`src/rtl/ps2x_pkg.sv`:
```
package ps2x_pkg;
    localparam int DATA_BITS  = 8;
    localparam int FRAME_BITS = DATA_BITS + 3;
    localparam int CNT_W      = $clog2(FRAME_BITS + 1);

    typedef enum logic [0:0] {
        RX_IDLE  = 1'b0,
        RX_SHIFT = 1'b1
    } rx_state_e;

    typedef enum logic [1:0] {
        TX_IDLE  = 2'd0,
        TX_INHIB = 2'd1,
        TX_RUN   = 2'd2
    } tx_state_e;
endpackage

```
`src/rtl/ps2x_sync.sv`:
```
module ps2x_sync #(
    parameter int WIDTH  = 2,
    parameter int STAGES = 2
) (
    input  logic             clk,
    input  logic             rst,
    input  logic [WIDTH-1:0] line_i,
    output logic [WIDTH-1:0] line_o
);
    logic [WIDTH-1:0] stage_q [STAGES];

    for (genvar s = 0; s < STAGES; s++) begin : g_stage
        logic [WIDTH-1:0] src;
        if (s == 0) begin : g_first
            assign src = line_i;
        end else begin : g_next
            assign src = stage_q[s-1];
        end
        always_ff @(posedge clk) begin
            if (rst) stage_q[s] <= '1;
            else     stage_q[s] <= src;
        end
    end

    assign line_o = stage_q[STAGES-1];
endmodule

```
`src/rtl/ps2x_edge.sv`:
```
module ps2x_edge (
    input  logic clk,
    input  logic rst,
    input  logic level,
    output logic fall,
    output logic rise
);
    logic prev_q;

    always_ff @(posedge clk) begin
        if (rst) prev_q <= 1'b1;
        else     prev_q <= level;
    end

    assign fall = prev_q & ~level;
    assign rise = ~prev_q & level;
endmodule

```
`src/rtl/ps2x_rx.sv`:
```
module ps2x_rx
    import ps2x_pkg::*;
(
    input  logic                 clk,
    input  logic                 rst,
    input  logic                 fall,
    input  logic                 dat,
    input  logic                 claim,
    output logic [DATA_BITS-1:0] rx_byte,
    output logic                 rx_ready,
    output logic                 rx_err
);
    localparam logic [CNT_W-1:0] LAST_IDX = CNT_W'(FRAME_BITS - 1);

    rx_state_e             state_q, state_d;
    logic [FRAME_BITS-1:0] sh_q;
    logic [FRAME_BITS-1:0] sh_next;
    logic [CNT_W-1:0]      cnt_q;
    logic                  last_bit;

    assign sh_next  = {dat, sh_q[FRAME_BITS-1:1]};
    assign last_bit = (state_q == RX_SHIFT) && fall && (cnt_q == LAST_IDX);

    // state register
    always_ff @(posedge clk) begin
        if (rst) state_q <= RX_IDLE;
        else     state_q <= state_d;
    end

    always_comb begin
        state_d = state_q;
        unique case (state_q)
            RX_IDLE:  if (fall && !claim) state_d = RX_SHIFT;
            RX_SHIFT: if (claim || last_bit) state_d = RX_IDLE;
        endcase
    end

    // frame assembly and outputs
    always_ff @(posedge clk) begin
        if (rst) begin
            sh_q     <= '0;
            cnt_q    <= '0;
            rx_byte  <= '0;
            rx_ready <= 1'b0;
            rx_err   <= 1'b0;
        end else begin
            rx_ready <= 1'b0;
            if (claim) begin
                cnt_q <= '0;
            end else if (fall) begin
                sh_q <= sh_next;
                if (last_bit) begin
                    cnt_q    <= '0;
                    rx_ready <= 1'b1;
                    rx_byte  <= sh_next[DATA_BITS:1];
                    rx_err   <= sh_next[0] | ~sh_next[FRAME_BITS-1]
                              | ~(^sh_next[DATA_BITS+1:1]);
                end else begin
                    cnt_q <= cnt_q + 1'b1;
                end
            end
        end
    end
endmodule

```
`src/rtl/ps2x_tx.sv`:
```
module ps2x_tx
    import ps2x_pkg::*;
#(
    parameter int INHIBIT_CYCLES = 16
) (
    input  logic                 clk,
    input  logic                 rst,
    input  logic                 send_req,
    input  logic [DATA_BITS-1:0] tx_byte,
    input  logic                 fall,
    input  logic                 rise,
    output logic                 busy,
    output logic                 clk_oe,
    output logic                 dat_oe,
    output logic                 claim
);
    localparam int               INH_W    = $clog2(INHIBIT_CYCLES + 1);
    localparam logic [INH_W-1:0] INH_LOAD = INH_W'(INHIBIT_CYCLES - 1);
    localparam logic [CNT_W-1:0] ALL_BITS = CNT_W'(FRAME_BITS);

    tx_state_e             state_q, state_d;
    logic [FRAME_BITS-1:0] sh_q;
    logic [CNT_W-1:0]      cnt_q;
    logic [INH_W-1:0]      inh_q;
    logic                  dat_oe_q;

    // state register
    always_ff @(posedge clk) begin
        if (rst) state_q <= TX_IDLE;
        else     state_q <= state_d;
    end

    always_comb begin
        state_d = state_q;
        unique case (state_q)
            TX_IDLE:  if (send_req) state_d = TX_INHIB;
            TX_INHIB: if (inh_q == '0) state_d = TX_RUN;
            TX_RUN:   if (rise && cnt_q == ALL_BITS) state_d = TX_IDLE;
            default:  state_d = TX_IDLE;
        endcase
    end

    // frame shifter, inhibit timer, data pull
    always_ff @(posedge clk) begin
        if (rst) begin
            sh_q     <= '1;
            cnt_q    <= '0;
            inh_q    <= '0;
            dat_oe_q <= 1'b0;
        end else begin
            unique case (state_q)
                TX_IDLE: begin
                    if (send_req) begin
                        sh_q     <= {1'b1, ~^tx_byte, tx_byte, 1'b0};
                        cnt_q    <= '0;
                        inh_q    <= INH_LOAD;
                        dat_oe_q <= 1'b1;
                    end
                end
                TX_INHIB: begin
                    inh_q <= inh_q - 1'b1;
                end
                TX_RUN: begin
                    if (fall && cnt_q != ALL_BITS) begin
                        sh_q     <= {1'b1, sh_q[FRAME_BITS-1:1]};
                        dat_oe_q <= ~sh_q[1];
                        cnt_q    <= cnt_q + 1'b1;
                    end else if (rise && cnt_q == ALL_BITS) begin
                        dat_oe_q <= 1'b0;
                    end
                end
                default: dat_oe_q <= 1'b0;
            endcase
        end
    end

    // outputs
    always_comb begin
        busy   = (state_q != TX_IDLE);
        clk_oe = (state_q == TX_INHIB);
        dat_oe = dat_oe_q;
        claim  = busy | send_req;
    end
endmodule

```
`src/rtl/ps2_host_xcvr.sv`:
```
module ps2_host_xcvr
    import ps2x_pkg::*;
#(
    parameter int SYNC_STAGES    = 2,
    parameter int INHIBIT_CYCLES = 16
) (
    input  logic                 clk,
    input  logic                 rst,
    input  logic                 ps2_clk_i,
    input  logic                 ps2_dat_i,
    output logic                 ps2_clk_oe,
    output logic                 ps2_dat_oe,
    input  logic                 send_req,
    input  logic [DATA_BITS-1:0] tx_byte,
    output logic                 busy,
    output logic [DATA_BITS-1:0] rx_byte,
    output logic                 rx_ready,
    output logic                 rx_err
);
    logic [1:0] line_s;
    logic       clk_fall, clk_rise, claim;

    ps2x_sync #(.WIDTH(2), .STAGES(SYNC_STAGES)) u_sync (
        .clk    (clk),
        .rst    (rst),
        .line_i ({ps2_dat_i, ps2_clk_i}),
        .line_o (line_s)
    );

    ps2x_edge u_edge (
        .clk   (clk),
        .rst   (rst),
        .level (line_s[0]),
        .fall  (clk_fall),
        .rise  (clk_rise)
    );

    ps2x_rx u_rx (
        .clk      (clk),
        .rst      (rst),
        .fall     (clk_fall),
        .dat      (line_s[1]),
        .claim    (claim),
        .rx_byte  (rx_byte),
        .rx_ready (rx_ready),
        .rx_err   (rx_err)
    );

    ps2x_tx #(.INHIBIT_CYCLES(INHIBIT_CYCLES)) u_tx (
        .clk      (clk),
        .rst      (rst),
        .send_req (send_req),
        .tx_byte  (tx_byte),
        .fall     (clk_fall),
        .rise     (clk_rise),
        .busy     (busy),
        .clk_oe   (ps2_clk_oe),
        .dat_oe   (ps2_dat_oe),
        .claim    (claim)
    );
endmodule

```
`config.mk`:
```
export PLATFORM = sky130hd
export DESIGN_NAME = ps2_host_xcvr
export DESIGN_NICKNAME = d
export VERILOG_FILES = /design/src/rtl/ps2x_pkg.sv /design/src/rtl/ps2x_sync.sv /design/src/rtl/ps2x_edge.sv /design/src/rtl/ps2x_rx.sv /design/src/rtl/ps2x_tx.sv /design/src/rtl/ps2_host_xcvr.sv
export SDC_FILE = /design/constraint.sdc
export NUM_CORES = 1
export LEC_CHECK = 0
export BUFFER_PORTS_ARGS = -buffer_cell sky130_fd_sc_hd__buf_4
export CAP_MARGIN = 20
export CORE_ASPECT_RATIO = 0.6
export CORE_MARGIN = 4
export CORE_UTILIZATION = 50
export CTS_BUF_LIST = sky130_fd_sc_hd__clkbuf_4
export CTS_CLUSTER_DIAMETER = 50
export CTS_CLUSTER_SIZE = 40
export DETAILED_ROUTE_END_ITERATION = 7
export PLACE_DENSITY = 0.73
export REMOVE_ABC_BUFFERS = 1
export SETUP_SLACK_MARGIN = 0.1
export SYNTH_ARGS = -nofsm -noshare
export SYNTH_HDL_FRONTEND = slang
export SYNTH_SLANG_ARGS = --single-unit
```
`constraint.sdc`:
```
create_clock -name clk -period 1.8 [get_ports clk]
set_input_delay 0.27 -clock clk [delete_from_list [all_inputs] [get_ports clk]]
set_output_delay 0.27 -clock clk [all_outputs]
set_load 0.05 [all_outputs]
```
==> flow_metrics.tcl, run 1 <==
set metrics [dict create \
    start_kind "flip-flop" \
    die_area_sq_um 5820 \
    antenna_violations_before_repair 0 \
    timing.final.hold_violations 0 \
    first_pass_grt_wire_length_um 7830 \
    timing.critical_path.arrival_ps 1920 \
    drt-met1-wl_um 2550 \
    mapped_cells 253 \
    synth_enable_flop_cells 0 \
    top_signal_layer_used "met4" \
    stdcell_area_sq_um 2840 \
    synth_sequential_area_ratio 0.441 \
    track_usage 0.175 \
    synth_async_sr_flop_share 0 \
    slew-limit-headroom 0.674 \
    cts.clk_slew.worst_paths_ps 150 \
    ys_dominant_reg_cell "sky130_fd_sc_hd__dfxtp_1" \
    cts_made_buffers 5 \
    std_cell_rows 18 \
    finalCoreUtilization 0.663 \
    grt_setup_unrepaired "yes" \
    drv.max_cap_violation_count 0 \
    post_synth.cell_area_avg_sq_um 9.16 \
    p_leak_nw 1.05 \
    clockRootBuffer "sky130_fd_sc_hd__clkbuf_4" \
    avgRoutedWirePerCell_um 13.7 \
    drive_above_1_share 0.271 \
    grt_pass1_vias 1662 \
    slew_viol_final 0 \
    power.ir.vdd_worst_mv 0.446 \
    quantity_of_hold_fixing_buffers_added_after_cts 0 \
    timing.hold.worst.start "ps2_dat_i" \
    post_synth_instance_area_sq_um 2320 \
    result_of_the_run "finished, final reports clean" \
    finalWorstPathRequiredPeriod_ps 1660 \
    wirelength_um 4820 \
    worstSetupEndpointType "flip-flop" \
    synth_top_area_frac 0.441 \
    clock_tree.htree_level_count 2 \
    synth_seq_cells 51 \
    via_count 1853 \
    grt-ovfl-total 0 \
    pre_cts_slack_ps 79.7 \
    met2_length_um 2010 \
    ant_nets 0 \
    worst_clock_skew_ps 16.8 \
    vias_per_cell 5.28 \
    layout.area.seq_sq_um 1030 \
    cp_num_buf_inv 1 \
    pwr_density_cell_nw_per_um2 851 \
    detailedRoute.firstIterationViolations 119 \
    die_width_um 95.9 \
    clkLatencyLatePin_ps 370 \
    insertedDiodeCount 0 \
    worst_hold_path_type "primary input to flip-flop" \
    max-clock-path-buffers 2 \
    part_of_the_cycle_the_worst_path_needs 0.920 \
    initial_core_util 0.542 \
    netlist-cell-type-count 44 \
    timing_worst_setup_path_type "flip-flop to flip-flop" \
    cts.sinks 51 \
    gpl.final_weighted_congestion 0.808 \
    setup_viol 0 \
    synthDominantAreaCellType "sky130_fd_sc_hd__dfxtp_1" \
    timing.critical_path.slowest_cell_delay_ps 410 \
    critPathSlowestCell "sky130_fd_sc_hd__or3b_4" \
    pin_count 26 \
    tritoncts "built" \
    synthToLayoutAreaGrowth_pct 22.5 \
    timing.critical_path.fanout_max 3 \
    tightestPinTransition_ps 489 \
    fmaxAchievable_mhz 604 \
    die_h_um 60.7 \
    core_area_sq_um 4280 \
    final.fill_count 351 \
    synth_area_leaders "sky130_fd_sc_hd__dfxtp_1 44%, sky130_fd_sc_hd__mux2i_1 6.9%, sky130_fd_sc_hd__xnor2_1 4.5%" \
    hpwlAfterDp_um 3180 \
    post_layout_net_count 307 \
    final_critical_path_setup_slack_ps 144 \
    worstPathCellList "ha_2 -> nand3b_1 -> buf_4 -> or3b_4 -> a22oi_1 -> nor2_1" \
    drcViolationCount 0 \
    multi_input_comb_area_sq_um 1210 \
    postPlaceCellArea_sq_um 2570 \
    met3_wirelength_um 188 \
    ys.warnings.count 0 \
    placement.io_buffers 25 \
    maximum_number_of_pins_on_one_net_before_global_route_repair 49 \
    timing.critical_path.from "u_tx.cnt_q[1]" \
    drt_first_pass_iters 4 \
    path_delay_family "simple AND/OR/NAND/NOR gates" \
    worst_ep_required_time_ps 2060 \
    worst_r2r_startpoint "u_tx.cnt_q[1]" \
]
## cell usage after synthesis, types with 2 or more instances
cell type,number
sky130_fd_sc_hd__nand3_1,2
sky130_fd_sc_hd__inv_1,6
sky130_fd_sc_hd__a21boi_0,2
sky130_fd_sc_hd__nor2_1,26
sky130_fd_sc_hd__or2_1,3
sky130_fd_sc_hd__nor3_1,9
sky130_fd_sc_hd__ha_1,4
sky130_fd_sc_hd__xor2_1,3
sky130_fd_sc_hd__or2_2,8
sky130_fd_sc_hd__nor2b_1,4
sky130_fd_sc_hd__nor2_2,2
sky130_fd_sc_hd__nand2_1,25
sky130_fd_sc_hd__a21oi_1,16
sky130_fd_sc_hd__clkbuf_1,9
sky130_fd_sc_hd__or3_1,3
sky130_fd_sc_hd__buf_4,2
sky130_fd_sc_hd__buf_2,2
sky130_fd_sc_hd__nand4_1,2
sky130_fd_sc_hd__buf_6,3
sky130_fd_sc_hd__xnor2_1,12
sky130_fd_sc_hd__nand3b_1,3
sky130_fd_sc_hd__o21ai_0,7
sky130_fd_sc_hd__dfxtp_1,51
sky130_fd_sc_hd__nand2b_1,2
sky130_fd_sc_hd__mux2i_1,16
sky130_fd_sc_hd__a211oi_1,4
sky130_fd_sc_hd__or4b_2,2
sky130_fd_sc_hd__o31ai_1,2
sky130_fd_sc_hd__a211o_1,8
## power by group
| part | total (mW) | internal (mW) | switching, mW | leakage (nW) |
|---|---|---|---|---|
| combinational | 0.399 | 0.188 | 0.211 | 0.583 |
| clock | 0.797 | 0.432 | 0.365 | 0.0514 |
| sequential | 1.22 | 1.18 | 0.0387 | 0.418 |
## through the flow
step	power, mW	hold slack [ps]	TNS, ps	cells
2_1_floorplan	1.46	339	-2950	237
3_3_place_gp	1.58	392	0	332
3_5_place_dp	1.59	396	0	332
4_1_cts	2.40	68.9	0	344
5_1_grt	2.55	45.2	0	351
6_report	2.42	81.4	0	351
## cell usage in the layout (no fill, tap or decap), drive strengths merged, types with 3 or more instances in the layout
| cell | n |
|---|---|
| a211o | 8 |
| a211oi | 4 |
| xor2 | 3 |
| nor3 | 10 |
| xnor2 | 12 |
| ha | 4 |
| o21ai | 7 |
| inv | 6 |
| or2 | 11 |
| nor2 | 28 |
| clkbuf | 5 |
| nand2 | 25 |
| or3 | 4 |
| a21oi | 16 |
| nand3b | 3 |
| mux2i | 16 |
| buf | 46 |
| nor2b | 4 |
| dfxtp | 51 |
## metal layers
metal	vias to the layer above	GRT usage
li1	948	-
met1	866	0.250
met2	32	0.257
met3	7	0.0446
met4	0	0.0628
met5	-	0
## cells by family after synthesis
kind of cell             synth area share
AND/OR/NAND/NOR                     0.215
flip-flops                          0.441
AO/OA/AOI/OAI                       0.137
buffers and inverters              0.0497
XOR/XNOR                           0.0664
multiplexers                       0.0691
adder cells (fa/ha/maj)            0.0216
## path summary, 6_finish.rpt
path,depth (start not counted),end,slack [ps]
setup / recovery,6,u_tx.state_q[1],140
hold / removal,2,u_sync.stage_q[0][1],80
setup reg to reg,6,u_tx.state_q[1],140
hold reg to reg,1,u_sync.stage_q[1][1],430
## repair_timing
action / in CTS / in global routing
endpoints found under the hold margin: 0 / 0
pin swaps: 1 / 5
resized for setup: 12 / 14
setup buffers: 4 / 7
setup endpoints to repair: 5 / 20
## area by class of cell
type	instances	area share
Sequential cell	51	0.363
Timing Repair Buffer	46	0.140
Clock inverter	3	0.0238
Multi-Input combinational cell	180	0.426
Clock buffer	5	0.0132
Tap cell	60	0.0264
Inverter	6	0.00793
## registers in the layout, summed over array words and instances (netlist names), 2 cells and up
name            cells
u_rx.rx_byte        8
u_tx.sh_q           9
u_sync.stage_q      4
u_rx.sh_q          10
u_tx.inh_q          5
u_rx.cnt_q          4
u_tx.cnt_q          4
u_tx.state_q        2
No activity file was read; power rests on OpenSTA's default activity.
==> inputs of run 2 (changes only) <==
- HOLD_SLACK_MARGIN: default -> 0.08
- PLACE_DENSITY: 0.73 -> 0.7
- clock period: 1.8 -> 1.6 ns (I/O delays scaled with it)
==> flow_metrics.tcl, run 2 (same netlist as run 1, synthesis figures left out) <==
set metrics [dict create \
    net_switching_power_figure_mw 0.714 \
    std_cell_rows 18 \
    worst_clock_skew_ps 13.2 \
    worst_hold_path_type "primary input to flip-flop" \
    power_frac_comb 0.233 \
    largest-register "u_rx.sh_q" \
    tightestPinTransition_ps 345 \
    tritoncts "built" \
    hold_ws_ps 246 \
    core_area_sq_um 4280 \
    timing.final.hold_violations 0 \
    die_h_um 60.7 \
    grt_pass1_vias 1819 \
    synthToLayoutAreaGrowth_pct 38.0 \
    first_pass_grt_wire_length_um 9090 \
    cts.clk_slew.worst_paths_ps 140 \
    start_kind "flip-flop" \
    p_leak_nw 1.24 \
    fmaxAchievable_mhz 620 \
    switching_share 0.283 \
    worst_r2r_path_depth 6 \
    die_width_um 95.9 \
    rrSetupSlack_ps -10 \
    most-common-layout-cells "52 x sky130_fd_sc_hd__buf_4, 43 x sky130_fd_sc_hd__dfxtp_1, 20 x sky130_fd_sc_hd__nor2_1, 16 x sky130_fd_sc_hd__mux2i_1, 15 x sky130_fd_sc_hd__nand2_1" \
    detailedRoute.firstIterationViolations 137 \
    worstSetupEndpointType "flip-flop" \
    setup_viol 3 \
    via_count 1975 \
    cts_made_buffers 5 \
    violations_in_the_final_reports "setup timing" \
    track_usage 0.205 \
    drcViolationCount 0 \
    result_of_the_run "finished with violations" \
    vias_per_cell 5.28 \
    finalWorstPathRequiredPeriod_ps 1610 \
    post-place-cells 352 \
    gpl.final_weighted_congestion 0.773 \
    final_critical_path_setup_slack_ps -12.2 \
    max-clock-path-buffers 2 \
    initial_core_util 0.542 \
    slew-limit-headroom 0.770 \
    antenna_violations_before_repair 0 \
    largest_register_ffs 10 \
    worst_ep_required_time_ps 1870 \
    timing_worst_setup_path_type "flip-flop to flip-flop" \
    clkLatencyLatePin_ps 370 \
    seq_power_share 0.543 \
    ant_nets 0 \
    slew_viol_final 0 \
    power.ir.vdd_worst_mv 0.492 \
    maximum_number_of_pins_on_one_net_before_global_route_repair 32 \
    placement.io_buffers 25 \
    drv.max_cap_violation_count 0 \
    worst_r2r_startpoint "u_tx.cnt_q[1]" \
    cts.sinks 51 \
    pin_count 26 \
    pwr_density_cell_nw_per_um2 790 \
    pwr-share-clk 0.224 \
    drt_first_pass_iters 4 \
    timing.critical_path.from "u_tx.cnt_q[1]" \
    timing.critical_path.arrival_ps 1880 \
    part_of_the_cycle_the_worst_path_needs 1.01 \
    post_layout_net_count 330 \
    hpwlAfterDp_um 3450 \
    wirelength_um 5530 \
    r2r_end "u_tx.sh_q[4]" \
    insertedDiodeCount 0 \
    intPower_mw 1.81 \
    drive_above_1_share 0.446 \
    crit_path_end "u_tx.sh_q[4]" \
    reg.largest.list "u_rx.sh_q (10), u_tx.sh_q (9), u_rx.rx_byte (8)" \
    clock_tree.htree_level_count 2 \
    post_layout_nonfiller_instances 374 \
    timing.critical_path.fanout_max 5 \
    die_area_sq_um 5820 \
    grt_setup_unrepaired "yes" \
    clockRootBuffer "sky130_fd_sc_hd__clkbuf_4" \
    avgRoutedWirePerCell_um 14.8 \
    mostFrequentLayoutCell "sky130_fd_sc_hd__buf_4" \
    grt-ovfl-total 0 \
]
## run 2: changes by cell type in the layout (fill, tap and decap cells not counted), moves of 3 or more
cell                      before  now
sky130_fd_sc_hd__nand2_1      25   15
sky130_fd_sc_hd__a21oi_1      15    3
sky130_fd_sc_hd__nand2_2       0    8
sky130_fd_sc_hd__or2_4         1    5
sky130_fd_sc_hd__a21oi_2       1   13
sky130_fd_sc_hd__buf_4        40   52
sky130_fd_sc_hd__nor2_1       24   20
sky130_fd_sc_hd__buf_6         1   10
sky130_fd_sc_hd__nor2_4        1    4
sky130_fd_sc_hd__dfxtp_1      46   43
## run 2: power by group through the flow
stage	combinational, mW	clock, mW	sequential (mW)
after floorplan	0.229	0	1.42
after global placement	0.441	0	1.39
after detailed placement	0.448	0	1.39
after CTS	0.548	0.580	1.37
after global routing	0.637	0.644	1.38
final	0.589	0.566	1.37
## run 2: critical path: stages, from the launching register on
cell and delay, ps:
sky130_fd_sc_hd__dfxtp_2 360, sky130_fd_sc_hd__ha_4 160, sky130_fd_sc_hd__nand3b_1 200, sky130_fd_sc_hd__a31oi_4 140, sky130_fd_sc_hd__or2_4 280, sky130_fd_sc_hd__buf_6 130
sky130_fd_sc_hd__a211o_1 250
## run 2: layout make-up
cell class	count	area (sq um)
clock inverters	2	7.51
multi-input cells	180	1390
repair buffers	69	626
inverters	6	22.5
clock buffers	6	45.0
flip-flops and latches	51	1040
well taps	60	75.1
fillers	304	1080
## run 2: metal layers
layer	GRT usage	wire, um	vias up
li1	-	-	999
met1	0.304	2840	928
met2	0.296	2390	40
met3	0.0446	237	8
met4	0.0668	57	0
met5	0	0	-
## run 2: timing repair
item                                    in CTS  in global routing
endpoints found under the setup margin      42                 42
cloned                                       2                  0
resized for setup                           52                 36
buffers inserted                             7                  4
pin swaps                                   33                 18
endpoints found under the hold margin        2                  0
hold buffers                                 2                  0
## run 2: stage by stage
step / instance area, sq um / TNS [ps] / utilization / worst slack (ps) / total power, mW
6_report: 3200 / -27.1 / 0.747 / -12.2 / 2.53
5_1_grt: 3200 / -413 / 0.747 / -49.9 / 2.66
4_1_cts: 3050 / -11.0 / 0.713 / -6.71 / 2.50
3_5_place_dp: 2730 / -1130 / 0.637 / -119 / 1.84
3_3_place_gp: 2730 / -373 / 0.637 / -49.6 / 1.83
2_1_floorplan: 2220 / -7960 / - / -445 / 1.64
## run 2: worst min-delay path by stage
stage                          from                    to  cells past startpoint
2_1_floorplan                   rst         u_rx.sh_q[10]                      1
5_1_grt                         rst       u_rx.rx_byte[0]                      2
4_1_cts                         rst       u_tx.state_q[1]                      2
6_report                        rst       u_rx.rx_byte[1]                      2
3_3_place_gp   u_sync.stage_q[0][1]  u_sync.stage_q[1][1]                      1
3_5_place_dp   u_sync.stage_q[0][1]  u_sync.stage_q[1][1]                      1
==> inputs of run 3 (changes only) <==
- CORE_ASPECT_RATIO: 0.6 -> default
==> flow_metrics.tcl, run 3 (same netlist as run 1, synthesis figures left out) <==
set metrics [dict create \
    timing.critical_path.fanout_max 5 \
    track_usage 0.170 \
    slew-limit-headroom 0.765 \
    clock_tree.htree_level_count 2 \
    maximum_number_of_pins_on_one_net_before_global_route_repair 35 \
    worst_hold_path_type "primary input to flip-flop" \
    reg.largest.list "u_rx.sh_q (10), u_tx.sh_q (9), u_rx.rx_byte (8)" \
    first_pass_grt_wire_length_um 8360 \
    critPathSlowestCell "sky130_fd_sc_hd__dfxtp_2" \
    cts_made_buffers 5 \
    clkLatencyLatePin_ps 360 \
    drt_first_pass_iters 4 \
    timing_worst_setup_path_type "flip-flop to flip-flop" \
    wirelength_um 5040 \
    grt-ovfl-total 0 \
    largest_register_ffs 10 \
    cts.clk_slew.worst_paths_ps 150 \
    stdcell_area_sq_um 3110 \
    net_switching_power_figure_mw 0.710 \
    worst_clock_skew_ps 9.62 \
    post_layout_net_count 327 \
    largest-register "u_rx.sh_q" \
    p_leak_nw 1.18 \
    finalCoreUtilization 0.704 \
    timing.critical_path.slowest_cell_delay_ps 370 \
    violations_in_the_final_reports "setup timing" \
    result_of_the_run "finished with violations" \
    grt_setup_unrepaired "yes" \
    max-clock-path-buffers 2 \
    placement.io_buffers 25 \
    mostFrequentLayoutCell "sky130_fd_sc_hd__buf_4" \
    core_area_sq_um 4410 \
    final_critical_path_setup_slack_ps -23.4 \
    seq_power_share 0.518 \
    tightestPinTransition_ps 353 \
    std_cell_rows 24 \
    worstSetupEndpointType "flip-flop" \
    hpwlAfterDp_um 3020 \
    timing.final.hold_violations 0 \
    antenna_violations_before_repair 0 \
    drive_above_1_share 0.367 \
    start_kind "flip-flop" \
    die_area_sq_um 5790 \
    ant_nets 0 \
    postPlaceCellArea_sq_um 2660 \
    worstPathCellList "ha_4 -> nand3b_1 -> a31oi_4 -> or2_4 -> buf_6 -> a211o_1" \
    most-common-layout-cells "53 x sky130_fd_sc_hd__buf_4, 44 x sky130_fd_sc_hd__dfxtp_1, 24 x sky130_fd_sc_hd__nand2_1, 23 x sky130_fd_sc_hd__nor2_1, 16 x sky130_fd_sc_hd__mux2i_1" \
    power.ir.vdd_worst_mv 0.580 \
    setup_viol 8 \
    pin_count 26 \
    drcViolationCount 0 \
    fin_total_pwr_mw 2.65 \
    via_count 1942 \
    pre_cts_slack_ps -66.7 \
    die_width_um 76.1 \
    hold_ws_ps 215 \
    cts.sinks 51 \
    grt_pass1_vias 1807 \
    gpl.final_weighted_congestion 0.775 \
    synthToLayoutAreaGrowth_pct 34.0 \
    switching_share 0.268 \
    tritoncts "built" \
    drv.max_cap_violation_count 0 \
    vias_per_cell 5.35 \
    part_of_the_cycle_the_worst_path_needs 1.01 \
    finalWorstPathRequiredPeriod_ps 1620 \
    fmaxAchievable_mhz 616 \
    die_h_um 76.1 \
    pwr-share-clk 0.273 \
    pwr_density_cell_nw_per_um2 852 \
    detailedRoute.firstIterationViolations 101 \
    slew_viol_final 0 \
    clockRootBuffer "sky130_fd_sc_hd__clkbuf_4" \
    insertedDiodeCount 0 \
    worst_ep_required_time_ps 1870 \
    intPower_mw 1.94 \
    avgRoutedWirePerCell_um 13.9 \
    power_frac_comb 0.209 \
    timing.critical_path.arrival_ps 1900 \
    initial_core_util 0.525 \
]
[run 3: cell types whose count changed in the layout (fill, tap and decap cells not counted), sizes merged]
| cell | previous run | this run |
|---|---|---|
| buf | 66 | 63 |
| bufinv | 0 | 1 |
| clkbuf | 6 | 5 |
[run 3: area by class of cell]
| cell class | instances | area (sq um) |
|---|---|---|
| Multi-Input combinational cell | 180 | 1320 |
| Sequential cell | 51 | 1030 |
| Tap cell | 52 | 65.1 |
| Clock inverter | 3 | 38.8 |
| Timing Repair Buffer | 66 | 588 |
| Inverter | 6 | 22.5 |
| Clock buffer | 5 | 37.5 |
| Fill cell | 365 | 1310 |
[run 3: final timing paths]
kind	from	slack, ps	to	cells after the start
max	u_tx.cnt_q[0]	-20	u_tx.sh_q[8]	6
min	send_req	210	u_rx.rx_ready	3
max reg2reg	u_tx.cnt_q[0]	-20	u_tx.sh_q[8]	6
min reg2reg	u_sync.stage_q[0][1]	430	u_sync.stage_q[1][1]	1
[run 3: timing repair]
action / in CTS / in global routing
setup endpoints to repair: 28 / 35
cloned: 1 / 1
hold buffers: 2 / 0
setup buffers: 8 / 8
resized for setup: 28 / 32
endpoints found under the hold margin: 2 / 0
pin swaps: 17 / 17
[run 3: routing by layer]
metal / global-route usage / vias to the layer above / wire (um)
met5: 0 / - / 0
met1: 0.233 / 882 / 2350
met3: 0.0426 / 13 / 220
li1: - / 995 / -
met4: 0.0455 / 0 / 138
met2: 0.265 / 52 / 2340
[run 3: through the flow]
step / TNS [ps] / cells
after floorplan: -7960 / 237
after CTS: -4.87 / 356
after global placement: -205 / 337
after detailed placement: -562 / 337
final: -75.1 / 363
after global routing: -561 / 363
[run 3: power groups by stage]
stage,clock (mW),combinational [mW],sequential [mW]
2_1_floorplan,0,0.229,1.42
3_5_place_dp,0,0.415,1.39
6_report,0.723,0.554,1.37
3_3_place_gp,0,0.410,1.39
5_1_grt,0.804,0.602,1.38
4_1_cts,0.740,0.502,1.37
[run 3: critical path: cells and delay by family (launching register included)]
family	cells	cell delay, ps
flip-flops	1	370
AND/OR/NAND/NOR	2	470
AO/OA/AOI/OAI	2	410
buffers and inverters	1	130
adder cells (fa/ha/maj)	1	160
